[src/rtl/fpc_pkg.sv]
package fpc_pkg;
  typedef enum logic [2:0] {
    ST_IDLE, ST_WSTB, ST_WGAP, ST_PRD, ST_PCHK, ST_FRD, ST_FIN
  } fpc_state_t;

  localparam logic [7:0] CMD_UNLK1 = 8'hAA;
  localparam logic [7:0] CMD_UNLK2 = 8'h55;
  localparam logic [7:0] CMD_PROG  = 8'hA0;
  localparam logic [7:0] CMD_ERASE = 8'h80;
  localparam logic [7:0] CMD_SECT  = 8'h30;
endpackage

[src/rtl/fpc_cmd_table.sv]
module fpc_cmd_table #(
  parameter int AW = 16,
  parameter logic [AW-1:0] UNLK_A = 'h555,
  parameter logic [AW-1:0] UNLK_B = 'h2AA
) (
  input  logic          op_erase_i,
  input  logic [2:0]    idx_i,
  input  logic [AW-1:0] tgt_addr_i,
  input  logic [7:0]    tgt_data_i,
  output logic [AW-1:0] wr_addr_o,
  output logic [7:0]    wr_data_o,
  output logic          last_o
);
  import fpc_pkg::*;

  always_comb begin
    wr_addr_o = UNLK_A;
    wr_data_o = CMD_UNLK1;
    if (!op_erase_i) begin
      last_o = (idx_i == 3'd3);
      unique case (idx_i)
        3'd0: begin wr_addr_o = UNLK_A; wr_data_o = CMD_UNLK1; end
        3'd1: begin wr_addr_o = UNLK_B; wr_data_o = CMD_UNLK2; end
        3'd2: begin wr_addr_o = UNLK_A; wr_data_o = CMD_PROG;  end
        default: begin wr_addr_o = tgt_addr_i; wr_data_o = tgt_data_i; end
      endcase
    end else begin
      last_o = (idx_i == 3'd5);
      unique case (idx_i)
        3'd0, 3'd3: begin wr_addr_o = UNLK_A; wr_data_o = CMD_UNLK1; end
        3'd1, 3'd4: begin wr_addr_o = UNLK_B; wr_data_o = CMD_UNLK2; end
        3'd2:       begin wr_addr_o = UNLK_A; wr_data_o = CMD_ERASE; end
        default:    begin wr_addr_o = tgt_addr_i; wr_data_o = CMD_SECT; end
      endcase
    end
  end
endmodule

[src/rtl/fpc_judge.sv]
module fpc_judge (
  input  logic mode_toggle_i,
  input  logic op_erase_i,
  input  logic exp_b7_i,
  input  logic cur_b7_i,
  input  logic cur_b6_i,
  input  logic prev_b6_i,
  input  logic two_reads_i,
  output logic complete_o
);
  logic b7_target;

  always_comb begin
    b7_target = op_erase_i ? 1'b1 : exp_b7_i;
    if (mode_toggle_i) complete_o = two_reads_i && (cur_b6_i == prev_b6_i);
    else               complete_o = (cur_b7_i == b7_target);
  end
endmodule

[src/rtl/fpc_poll_cnt.sv]
module fpc_poll_cnt #(
  parameter int MAX_POLLS = 4096,
  localparam int CW = $clog2(MAX_POLLS + 1)
) (
  input  logic clk_i,
  input  logic rst_ni,
  input  logic clr_i,
  input  logic inc_i,
  output logic two_o,
  output logic at_lim_o
);
  localparam logic [CW-1:0] LIM = CW'(MAX_POLLS);
  logic [CW-1:0] cnt_q;

  always_ff @(posedge clk_i or negedge rst_ni) begin
    if (!rst_ni)    cnt_q <= '0;
    else if (clr_i) cnt_q <= '0;
    else if (inc_i) cnt_q <= cnt_q + 1'b1;
  end

  assign two_o    = (cnt_q >= CW'(2));
  assign at_lim_o = (cnt_q == LIM);


  cnt_bound_chk: assert property (@(posedge clk_i) disable iff (!rst_ni) cnt_q <= LIM);
endmodule

[src/rtl/flash_poll_ctrl.sv]
module flash_poll_ctrl #(
  parameter int AW = 16,
  parameter int MAX_POLLS = 4096,
  parameter logic [AW-1:0] UNLK_A = 'h555,
  parameter logic [AW-1:0] UNLK_B = 'h2AA
) (
  input  logic          clk_i,
  input  logic          rst_ni,
  input  logic          start_i,
  input  logic          op_erase_i,
  input  logic          mode_toggle_i,
  input  logic [AW-1:0] addr_i,
  input  logic [7:0]    data_i,
  output logic [AW-1:0] bus_addr_o,
  output logic [7:0]    bus_wdata_o,
  input  logic [7:0]    bus_rdata_i,
  output logic          bus_cs_o,
  output logic          bus_we_o,
  output logic          bus_oe_o,
  output logic          busy_o,
  output logic          done_o,
  output logic          timeout_o,
  output logic [7:0]    verify_o
);
  import fpc_pkg::*;

  fpc_state_t    st_q;
  logic          erase_q, tog_q, to_q;
  logic [AW-1:0] addr_q;
  logic [7:0]    data_q, verify_q;
  logic [2:0]    idx_q;
  logic          rd_b7_q, rd_b6_q, prv_b6_q;
  logic [AW-1:0] seq_addr;
  logic [7:0]    seq_data;
  logic          seq_last, complete, two_reads, at_lim;

  fpc_cmd_table #(.AW(AW), .UNLK_A(UNLK_A), .UNLK_B(UNLK_B)) u_tbl (
    .op_erase_i (erase_q),
    .idx_i      (idx_q),
    .tgt_addr_i (addr_q),
    .tgt_data_i (data_q),
    .wr_addr_o  (seq_addr),
    .wr_data_o  (seq_data),
    .last_o     (seq_last)
  );

  fpc_judge u_judge (
    .mode_toggle_i (tog_q),
    .op_erase_i    (erase_q),
    .exp_b7_i      (data_q[7]),
    .cur_b7_i      (rd_b7_q),
    .cur_b6_i      (rd_b6_q),
    .prev_b6_i     (prv_b6_q),
    .two_reads_i   (two_reads),
    .complete_o    (complete)
  );

  fpc_poll_cnt #(.MAX_POLLS(MAX_POLLS)) u_cnt (
    .clk_i    (clk_i),
    .rst_ni   (rst_ni),
    .clr_i    (st_q == ST_WGAP),
    .inc_i    (st_q == ST_PRD),
    .two_o    (two_reads),
    .at_lim_o (at_lim)
  );

  always_ff @(posedge clk_i or negedge rst_ni) begin
    if (!rst_ni) begin
      st_q     <= ST_IDLE;
      erase_q  <= 1'b0;
      tog_q    <= 1'b0;
      to_q     <= 1'b0;
      addr_q   <= '0;
      data_q   <= '0;
      verify_q <= '0;
      idx_q    <= '0;
      rd_b7_q  <= 1'b0;
      rd_b6_q  <= 1'b0;
      prv_b6_q <= 1'b0;
    end else begin
      unique case (st_q)
        ST_IDLE: if (start_i) begin
          erase_q <= op_erase_i;
          tog_q   <= mode_toggle_i;
          addr_q  <= addr_i;
          data_q  <= data_i;
          idx_q   <= '0;
          to_q    <= 1'b0;
          st_q    <= ST_WSTB;
        end
        ST_WSTB: st_q <= ST_WGAP;
        ST_WGAP: begin
          if (seq_last) st_q <= ST_PRD;
          else begin
            idx_q <= idx_q + 3'd1;
            st_q  <= ST_WSTB;
          end
        end
        ST_PRD: begin
          rd_b7_q  <= bus_rdata_i[7];
          rd_b6_q  <= bus_rdata_i[6];
          prv_b6_q <= rd_b6_q;
          st_q     <= ST_PCHK;
        end
        ST_PCHK: begin
          if (complete) st_q <= ST_FRD;
          else if (at_lim) begin
            to_q <= 1'b1;
            st_q <= ST_FIN;
          end else st_q <= ST_PRD;
        end
        ST_FRD: begin
          verify_q <= bus_rdata_i;
          st_q     <= ST_FIN;
        end
        default: st_q <= ST_IDLE;
      endcase
    end
  end

  always_comb begin
    bus_addr_o  = '0;
    bus_wdata_o = '0;
    bus_we_o    = 1'b0;
    bus_oe_o    = 1'b0;
    bus_cs_o    = 1'b0;
    unique case (st_q)
      ST_WSTB: begin
        bus_cs_o    = 1'b1;
        bus_we_o    = 1'b1;
        bus_addr_o  = seq_addr;
        bus_wdata_o = seq_data;
      end
      ST_PRD, ST_FRD: begin
        bus_cs_o   = 1'b1;
        bus_oe_o   = 1'b1;
        bus_addr_o = addr_q;
      end
      ST_PCHK: begin
        bus_cs_o   = 1'b1;
        bus_addr_o = addr_q;
      end
      default: ;
    endcase
  end

  assign busy_o    = (st_q != ST_IDLE);
  assign done_o    = (st_q == ST_FIN);
  assign timeout_o = (st_q == ST_FIN) && to_q;
  assign verify_o  = verify_q;


  rw_clash_chk: assert property (@(posedge clk_i) disable iff (!rst_ni)
    !(bus_we_o && bus_oe_o));

  done_pulse_chk: assert property (@(posedge clk_i) disable iff (!rst_ni)
    done_o |=> (!done_o && !busy_o));

  to_with_done_chk: assert property (@(posedge clk_i) disable iff (!rst_ni)
    timeout_o |-> done_o);

  cs_hold_chk: assert property (@(posedge clk_i) disable iff (!rst_ni)
    bus_oe_o |=> (bus_cs_o || done_o));

  final_read_chk: assert property (@(posedge clk_i) disable iff (!rst_ni)
    (done_o && !timeout_o) |-> $past(bus_oe_o));

  busy_hold_chk: assert property (@(posedge clk_i) disable iff (!rst_ni)
    (busy_o && !done_o) |=> busy_o);
endmodule

[config.mk]
export PLATFORM = sky130hd
export DESIGN_NAME = flash_poll_ctrl
export DESIGN_NICKNAME = d
export VERILOG_FILES = /design/src/rtl/fpc_pkg.sv /design/src/rtl/fpc_cmd_table.sv /design/src/rtl/fpc_judge.sv /design/src/rtl/fpc_poll_cnt.sv /design/src/rtl/flash_poll_ctrl.sv
export SDC_FILE = /design/constraint.sdc
export NUM_CORES = 1
export LEC_CHECK = 0
export BUFFER_PORTS_ARGS = -buffer_cell sky130_fd_sc_hd__buf_4
export CAP_MARGIN = 30
export CORE_MARGIN = 2
export CORE_UTILIZATION = 50
export DETAILED_ROUTE_END_ITERATION = 12
export HOLD_SLACK_MARGIN = 0.06
export PLACE_DENSITY = 0.75
export REMOVE_ABC_BUFFERS = 1
export SETUP_SLACK_MARGIN = 0.1
export SLEW_MARGIN = 10
export SYNTH_ARGS = -nofsm -noshare
export SYNTH_HDL_FRONTEND = slang
export SYNTH_SLANG_ARGS = --single-unit
[constraint.sdc]
create_clock -name clk_i -period 4 [get_ports clk_i]
set_clock_uncertainty 0.1 [all_clocks]
set_input_delay 0.6 -clock clk_i [delete_from_list [all_inputs] [get_ports clk_i]]
set_output_delay 0.6 -clock clk_i [all_outputs]
set_load 0.005 [all_outputs]
==> results.py, run 1 <==
metrics = {
    "run_status": {
        "status": "finished clean",
    },
    "sta": {
        "worst_slack_ns": 0.689,
        "period_minus_slack_ns": 3.31,
        "relSlewSlack_pct": 51.6,
        "rsz0062_at_grt": "false",
        "tightest_slew_ns": 0.726,
        "finalSetupViolations": 0,
        "setup_tns_ns": 0,
        "max_freq_mhz": 302,
        "hold_viol_final": 0,
        "period_share_pct": 82.8,
        "slew_viol_final": 0,
    },
    "final_layout": {
        "drive_gt1_share_pct": 34.3,
        "antenna_cells": 0,
        "fin_cells": 460,
        "synthToLayoutAreaGrowth_pct": 24.5,
        "layout.nets": 425,
    },
    "job": {
        "cap_violations": 0,
    },
    "floorplanning": {
        "die_h_um": 82.7,
        "die_width_um": 82.7,
        "num_io_pins": 75,
        "rows": 28,
        "floorplan.initialDensity_pct": 52.1,
        "die-area_um2": 6850,
        "coreArea_um2": 5960,
    },
    "clocking": {
        "cts_buffer_depth": 2,
        "clkSinkCount": 57,
        "clockRootBuffer": "clkbuf_8",
        "clkLatencyLatePin_ns": 0.32,
        "cts_hold_buf": 0,
        "cts.clk_slew.worst_paths_ns": 0.06,
        "post_cts_buffers": 0,
        "numCtsBuffers": 9,
        "cts_resized": 0,
        "cts_tree": "built",
        "h-tree-depth": 3,
    },
    "drt": {
        "via_count": 2574,
        "ant_nets": 0,
        "drc_errors": 0,
        "detail_route.vias_per_cell": 5.60,
        "first_pass_iters": 4,
        "drt-total-wl_um": 6920,
        "wl_per_cell_um": 15.1,
        "drtIter0Drc": 161,
    },
    "grt": {
        "grt_start_max_net_pins": 58,
        "top_usage_layer": "met2",
        "grt_antenna_before_repair": 0,
        "met1_usage_pct": 27.7,
        "gr-total-overflow": 0,
        "grt_pass1_wl_um": 11100,
        "grt_util_all_layers_pct": 21.5,
        "use_met2_pct": 35.3,
        "grt_pass1_vias": 2399,
        "grt_use_met3_pct": 6.20,
    },
    "placement": {
        "port_buffers": 74,
        "pre_cts_slack_ns": 1.04,
        "hpwl_um": 5070,
        "dpl.cell_count": 444,
        "globalplace.congestion": 0.878,
    },
    "logic_synthesis": {
        "yosysWarnings": 0,
        "yosysSeqAreaShare_pct": 46.0,
        "synth_edf_count": 0,
        "synthCells": 306,
        "ys_ff_latch": 57,
        "synth_ff_type": "dfrtp_1",
        "yosys-top-cells-area": "dfrtp_1, mux2_2, nor2_1, nand2_1, ha_1",
        "synth_top_area_share_pct": 46.0,
        "yosys.cell_types.count": 49,
        "postSynthAreaPerCell_um2": 10.1,
        "yosys-top-cells-count": "dfrtp_1, mux2_2, nor2_1",
        "synth_area_um2": 3100,
        "async_reset_ff_share_pct": 100,
        "yosysMostFrequentCell": "dfrtp_1",
        "synth_top_area_cell": "dfrtp_1",
    },
    "setup_path": {
        "setup.worst_path.class": "reg2out",
        "arrival_ns": 2.61,
        "startpoint_type": "flop",
        "critPathMaxFanout": 8,
        "cp.required_ns": 3.30,
        "critPathCaptureType": "output port",
    },
    "power_and_ir_drop": {
        "power_w": 0.00307,
        "p_leak_nw": 1.76,
        "p_per_area_nw_per_um2": 795,
        "peakVddDrop_mv": 0.448,
    },
    "hold_path": {
        "hold_class": "in2async",
    },
}
==> worst max-delay path, stage by stage, from the launching register on <==
cell and delay [ns]:
dfrtp_1 0.40, inv_1 0.11, ha_1 0.33, o21bai_1 0.48
nand3b_1 0.15, a311oi_2 0.56, nor2_1 0.12, buf_4 0.16
==> registers in the layout, summed over array words and instances (netlist names) <==
register / count
addr_q: 16
data_q: 8
erase_q: 1
idx_q: 3
prv_b6_q: 1
rd_b6_q: 1
rd_b7_q: 1
st_q: 3
to_q: 1
tog_q: 1
u_cnt.cnt_q: 13
verify_o: 8
==> cells in the final DEF, fill, tap and decap left out, types with 7 or more instances in the layout <==
master	Yosys	routed
a21oi_1	14	14
and2_1	7	7
buf_4	1	75
clkbuf_8	0	9
dfrtp_1	57	57
ha_1	8	8
inv_1	11	11
mux2_2	37	37
nand2_1	28	28
nand3_1	9	9
nor2_1	30	30
o21ai_0	13	13
xnor2_1	7	7
==> final timing paths <==
kind                                              from                          to  slack, ns  cells after the start
worst max-delay path              idx_q[0]$_DFFE_PN0P_               bus_addr_o[2]       0.69                      7
worst min-delay path                            rst_ni       addr_q[9]$_DFFE_PN0P_       0.23                      1
worst max register to register     st_q[1]$_DFFE_PN0P_  u_cnt.cnt_q[9]$_DFFE_PN0P_       1.72                      4
worst min register to register  addr_q[12]$_DFFE_PN0P_      addr_q[12]$_DFFE_PN0P_       0.40                      1
max in group asynchronous                       rst_ni       addr_q[7]$_DFFE_PN0P_       3.08                      1
min in group clk_i              addr_q[12]$_DFFE_PN0P_      addr_q[12]$_DFFE_PN0P_       0.40                      1
==> power breakdown <==
part	internal, W	switching (W)	total [W]	leakage [nW]
Combinational	0.000843	0.000732	0.00158	0.976
Sequential	0.000810	0.000244	0.00105	0.704
Clock	0.000221	0.000217	0.000438	0.0839
Total	0.00187	0.00119	0.00307	1.76
==> stage by stage <==
stage	util [%]	instance area, um^2	hold slack (ns)
2_1_floorplan	-	3040	0.204
3_3_place_gp	62.2	3700	0.383
3_5_place_dp	62.2	3700	0.391
4_1_cts	64.8	3860	0.257
5_1_grt	64.8	3860	0.282
6_report	64.8	3860	0.226
==> logic make-up after synthesis <==
group	after synthesis	synth area share (%)
AOI/OAI and AO/OA	55	11.8
xor gates and xnor gates	8	2.26
adders and majority gates	8	3.23
buffers and inverters	23	3.27
DFF	57	46.0
muxes	39	14.1
and+or+nand+nor	116	19.3
==> final cells by class <==
type,instances,area (um^2)
well taps,75,93.8
repair buffers,75,563
flip-flops and latches,57,1430
fillers,508,2100
inverters,11,41.3
clock inverters,4,20.0
multi-input cells,226,1580
clock buffers,12,135
==> per-layer routing <==
| metal | vias up | wire [um] |
|---|---|---|
| li1 | 1236 | - |
| met1 | 1239 | 3050 |
| met2 | 90 | 3270 |
| met3 | 9 | 530 |
| met4 | 0 | 78 |
| met5 | - | 0 |
Note: power is estimated with default switching activity, not from simulation.
==> run 2, diff against run 1 <==
--- a/config.mk
+++ b/config.mk
@@ -5,13 +5,14 @@
 export SDC_FILE = /design/constraint.sdc
 export NUM_CORES = 1
 export LEC_CHECK = 0
+export ABC_AREA = 1
 export BUFFER_PORTS_ARGS = -buffer_cell sky130_fd_sc_hd__buf_4
 export CAP_MARGIN = 30
 export CORE_MARGIN = 2
 export CORE_UTILIZATION = 50
 export DETAILED_ROUTE_END_ITERATION = 12
 export HOLD_SLACK_MARGIN = 0.06
-export PLACE_DENSITY = 0.75
+export PLACE_DENSITY = 0.74
 export REMOVE_ABC_BUFFERS = 1
 export SETUP_SLACK_MARGIN = 0.1
 export SLEW_MARGIN = 10
==> constraint.sdc (replaced) <==
create_clock -name clk_i -period 3.4 [get_ports clk_i]
set_clock_uncertainty 0.1 [all_clocks]
set_input_delay 0.51 -clock clk_i [delete_from_list [all_inputs] [get_ports clk_i]]
set_output_delay 0.51 -clock clk_i [all_outputs]
set_load 0.005 [all_outputs]
==> results.py, run 2 <==
metrics = {
    "run_status": {
        "status": "finished clean",
    },
    "floorplanning": {
        "rows": 30,
        "die_width_um": 86.8,
        "floorplan.initialDensity_pct": 51.0,
        "num_io_pins": 75,
        "die-area_um2": 7540,
        "die_h_um": 86.8,
        "coreArea_um2": 6720,
    },
    "logic_synthesis": {
        "yosysSeqAreaShare_pct": 41.6,
        "yosys.cell_types.count": 36,
        "yosysWarnings": 0,
        "ys_ff_latch": 57,
        "yosys-top-cells-count": "nand2_1, dfrtp_1, nand3_1",
        "synthCells": 480,
        "yosys-top-cells-area": "dfrtp_1, nand2_1, nand3_1, a21oi_1, inv_1",
        "synth_area_um2": 3430,
        "synth_ff_type": "dfrtp_1",
        "async_reset_ff_share_pct": 100,
        "synth_top_area_cell": "dfrtp_1",
        "synth_top_area_share_pct": 41.6,
        "yosysMostFrequentCell": "nand2_1",
        "synth_edf_count": 0,
        "postSynthAreaPerCell_um2": 7.14,
    },
    "setup_path": {
        "arrival_ns": 2.37,
        "critPathMaxFanout": 18,
        "critPathCaptureType": "output port",
        "r2r_slack_ns": 1.42,
        "reg2regPathDepth": 6,
        "rr_startpoint": "st_q[2]$_DFFE_PN0P_",
        "cp.required_ns": 2.79,
        "startpoint_type": "flop",
        "r2r_end": "idx_q[2]$_DFFE_PN0P_",
        "setup.worst_path.class": "reg2out",
    },
    "placement": {
        "globalplace.congestion": 0.916,
        "port_buffers": 74,
        "hpwl_um": 6190,
    },
    "sta": {
        "slew_viol_final": 0,
        "period_share_pct": 87.5,
        "hold_viol_final": 0,
        "holdWs_ns": 0.109,
        "relSlewSlack_pct": 51.6,
        "rsz0062_at_grt": "false",
        "finalSetupViolations": 0,
        "tightest_slew_ns": 0.726,
        "max_freq_mhz": 336,
        "setup_tns_ns": 0,
        "period_minus_slack_ns": 2.98,
    },
    "drt": {
        "wl_per_cell_um": 13.6,
        "drtIter0Drc": 214,
        "ant_nets": 0,
        "via_count": 3341,
        "first_pass_iters": 4,
        "drc_errors": 0,
        "detail_route.vias_per_cell": 5.24,
        "drt-total-wl_um": 8690,
    },
    "final_layout": {
        "largest_register": "addr_q",
        "drive_gt1_share_pct": 21.9,
        "layout.nets": 598,
        "most-common-layout-cells": "nand2_1, buf_4, dfrtp_1",
        "synthToLayoutAreaGrowth_pct": 23.1,
        "antenna_cells": 0,
        "reg_top3": "addr_q (16), u_cnt.cnt_q (13)",
        "largest_reg_flops": 16,
        "final_common_cell": "nand2_1",
    },
    "clocking": {
        "clkLatencyLatePin_ns": 0.35,
        "numCtsBuffers": 9,
        "cts_hold_buf": 0,
        "clockRootBuffer": "clkbuf_8",
        "post_cts_buffers": 0,
        "cts_buffer_depth": 2,
        "cts_resized": 0,
        "h-tree-depth": 3,
        "clkSinkCount": 57,
        "cts.clk_slew.worst_paths_ns": 0.08,
        "cts_tree": "built",
    },
    "grt": {
        "gr-total-overflow": 0,
        "grt_pass1_wl_um": 14000,
        "grt_pass1_vias": 3012,
        "grt_antenna_before_repair": 0,
        "grt_start_max_net_pins": 58,
        "grt_util_all_layers_pct": 24.2,
    },
    "job": {
        "cap_violations": 0,
    },
    "power_and_ir_drop": {
        "peakVddDrop_mv": 0.538,
        "p_leak_nw": 2.24,
        "p_per_area_nw_per_um2": 904,
    },
    "hold_path": {
        "hold_class": "in2async",
    },
}
-- run 2: area by class of cell --
class                   instances  area [um^2]
inverters                      39          146
well taps                      80          100
multi-input cells             370         1780
clock inverters                 7         78.8
repair buffers                 76          571
clock buffers                   9          124
fillers                       649         2500
flip-flops and latches         57         1430
-- run 2: logic make-up (layout without fill, tap and decap cells) --
logic type	after synthesis	after routing	share of synthesized area [%]
simple gates	294	294	36.9
compound gates	61	61	9.78
buf+inv	53	131	6.60
flops	57	57	41.6
fa+ha+maj	8	8	2.92
mux	6	6	1.97
xor+xnor	1	1	0.255
-- run 2: report_power, final --
part           leakage, nW  internal [W]  switching, W  total (W)
Clock               0.0925      0.000344      0.000313   0.000657
Combinational         1.42      0.000810       0.00116    0.00197
Sequential           0.727      0.000930      0.000254    0.00118
-- run 2: routing by layer --
metal  track usage (%)  wire length (um)
met5                 0                 0
met4              8.24               127
met3              6.95               647
met2              36.1              3970
met1              33.6              3940
-- run 2: worst max-delay path by stage --
stage	end	from	slack, ns	cells past startpoint
floorplan	bus_addr_o[0]	idx_q[0]$_DFFE_PN0P_	0.96	10
global placement	bus_addr_o[9]	idx_q[1]$_DFFE_PN0P_	0.92	10
detailed placement	bus_addr_o[7]	idx_q[1]$_DFFE_PN0P_	0.80	10
CTS	bus_addr_o[7]	idx_q[1]$_DFFE_PN0P_	0.41	10
global route	bus_addr_o[7]	idx_q[1]$_DFFE_PN0P_	0.19	10
finish	bus_addr_o[7]	idx_q[1]$_DFFE_PN0P_	0.42	10
-- run 2: critical path, stage by stage, from the launching register on --
cell	delay, ns
dfrtp_1	0.38
inv_1	0.08
ha_1	0.21
nand2_2	0.28
o21ai_2	0.16
nor2_4	0.28
nand2_1	0.13
a21oi_2	0.22
nand2_1	0.08
nand2_1	0.07
buf_4	0.11
-- run 2: metrics by stage --
| stage | area [um^2] | power, W | utilization, % | setup slack, ns | cells |
|---|---|---|---|---|---|
| after global placement | 4020 | 0.00310 | 59.8 | 0.924 | 622 |
| final | 4220 | 0.00382 | 62.8 | 0.423 | 638 |
| after global routing | 4220 | 0.00416 | 62.8 | 0.188 | 638 |
| after floorplan | 3350 | 0.00235 | - | 0.958 | 466 |
| after detailed placement | 4020 | 0.00316 | 59.8 | 0.802 | 622 |
| after CTS | 4220 | 0.00383 | 62.8 | 0.415 | 638 |
==> run 3, diff against run 2 <==
--- a/config.mk
+++ b/config.mk
@@ -13,7 +13,6 @@
 export DETAILED_ROUTE_END_ITERATION = 12
 export HOLD_SLACK_MARGIN = 0.06
 export PLACE_DENSITY = 0.74
-export REMOVE_ABC_BUFFERS = 1
 export SETUP_SLACK_MARGIN = 0.1
 export SLEW_MARGIN = 10
 export SYNTH_ARGS = -nofsm -noshare
==> results.py, run 3 (same netlist as run 2, synthesis figures left out) <==
metrics = {
    "floorplanning": {
        "die_h_um": 86.8,
        "coreArea_um2": 6720,
        "die_width_um": 86.8,
        "num_io_pins": 75,
        "floorplan.initialDensity_pct": 51.0,
        "die-area_um2": 7540,
        "rows": 30,
    },
    "drt": {
        "ant_nets": 0,
        "via_count": 3375,
        "drtIter0Drc": 183,
        "detail_route.vias_per_cell": 5.29,
        "drc_errors": 0,
        "wl_per_cell_um": 13.3,
        "first_pass_iters": 5,
        "drt-total-wl_um": 8470,
    },
    "setup_path": {
        "rr_startpoint": "erase_q$_DFFE_PN0P_",
        "startpoint_type": "flop",
        "critPathCaptureType": "output port",
        "setup.worst_path.class": "reg2out",
        "arrival_ns": 2.39,
        "r2r_slack_ns": 1.40,
        "cp.required_ns": 2.79,
        "reg2regPathDepth": 5,
        "r2r_end": "idx_q[0]$_DFFE_PN0P_",
        "critPathMaxFanout": 18,
    },
    "final_layout": {
        "final_common_cell": "nand2_1",
        "synthToLayoutAreaGrowth_pct": 23.2,
        "reg_top3": "addr_q (16), u_cnt.cnt_q (13)",
        "fill_cells": 602,
        "fin_util_pct": 62.9,
        "largest_register": "addr_q",
        "seq_area_um2": 1430,
        "largest_reg_flops": 16,
        "drive_gt1_share_pct": 21.9,
        "most-common-layout-cells": "nand2_1, buf_4, dfrtp_1",
        "layout.nets": 598,
        "multi_input_area_um2": 1780,
        "antenna_cells": 0,
    },
    "grt": {
        "grt_start_max_net_pins": 58,
        "grt_antenna_before_repair": 0,
        "grt_util_all_layers_pct": 23.9,
        "grt_pass1_wl_um": 14300,
        "grt_pass1_vias": 3089,
        "gr-total-overflow": 0,
    },
    "sta": {
        "period_minus_slack_ns": 3.00,
        "setup_tns_ns": 0,
        "finalSetupViolations": 0,
        "tightest_slew_ns": 0.735,
        "relSlewSlack_pct": 51.0,
        "period_share_pct": 88.1,
        "rsz0062_at_grt": "false",
        "max_freq_mhz": 334,
        "slew_viol_final": 0,
        "hold_viol_final": 0,
    },
    "power_and_ir_drop": {
        "power_w": 0.00381,
        "p_leak_nw": 2.24,
        "p_per_area_nw_per_um2": 901,
        "peakVddDrop_mv": 0.450,
    },
    "placement": {
        "globalplace.congestion": 0.899,
        "port_buffers": 74,
        "hpwl_um": 6020,
    },
    "clocking": {
        "cts.clk_slew.worst_paths_ns": 0.08,
        "clkLatencyLatePin_ns": 0.34,
        "numCtsBuffers": 9,
        "cts_buffer_depth": 2,
        "post_cts_buffers": 0,
        "cts_resized": 0,
        "clkSinkCount": 57,
        "cts_hold_buf": 0,
        "cts_tree": "built",
        "h-tree-depth": 3,
        "clockRootBuffer": "clkbuf_8",
    },
    "hold_path": {
        "hold_class": "in2async",
    },
    "logic_synthesis": {
        "synth_fp_nets": 525,
    },
    "run_status": {
        "status": "finished clean",
    },
    "job": {
        "cap_violations": 0,
    },
}
run 3: how the worst max path moves through the flow:
stage | start | to | slack, ns | depth (start not counted)
4_1_cts | idx_q[1]$_DFFE_PN0P_ | bus_addr_o[5] | 0.41 | 10
6_report | idx_q[1]$_DFFE_PN0P_ | bus_addr_o[5] | 0.40 | 10
3_3_place_gp | idx_q[1]$_DFFE_PN0P_ | bus_addr_o[5] | 0.92 | 10
3_5_place_dp | idx_q[1]$_DFFE_PN0P_ | bus_addr_o[5] | 0.79 | 10
2_1_floorplan | idx_q[0]$_DFFE_PN0P_ | bus_addr_o[11] | 1.29 | 9
5_1_grt | idx_q[1]$_DFFE_PN0P_ | bus_addr_o[7] | 0.20 | 10
run 3: area by class of cell:
class / count / area share [%]
Sequential cell: 57 / 33.8
Timing Repair Buffer: 76 / 13.5
Clock inverter: 7 / 1.90
Tap cell: 80 / 2.37
Clock buffer: 9 / 2.93
Multi-Input combinational cell: 370 / 42.1
Inverter: 39 / 3.47
run 3: critical path, stage by stage (launching register included):
cell     delay (ns)
dfrtp_1        0.37
inv_1          0.08
ha_1           0.21
nand2_2        0.28
o21ai_2        0.17
nor2_4         0.27
nand2_1        0.14
a21oi_2        0.26
nand2_1        0.09
nand2_1        0.07
buf_4          0.11
run 3: metal layers:
metal	part of all wire (%)	routed length (um)	GRT usage, %
met5	0	0	0
met4	1.9	160	8.52
met3	7.9	671	4.95
met2	45	3810	36.9
met1	45	3830	33.2
run 3: report_power, final:
| group | internal, W | switching (W) |
|---|---|---|
| Combinational | 0.000810 | 0.00115 |
| Sequential | 0.000930 | 0.000261 |
| Clock | 0.000344 | 0.000307 |
| Total | 0.00208 | 0.00172 |
run 3: metrics by stage:
stage / cells / hold WS [ns] / setup WS [ns] / cell area, um^2
floorplan: 480 / 0.114 / 1.29 / 3430
global placement: 622 / 0.372 / 0.923 / 4020
detailed placement: 622 / 0.376 / 0.790 / 4020
CTS: 638 / 0.160 / 0.414 / 4220
global route: 638 / 0.193 / 0.199 / 4220
finish: 638 / 0.134 / 0.405 / 4220
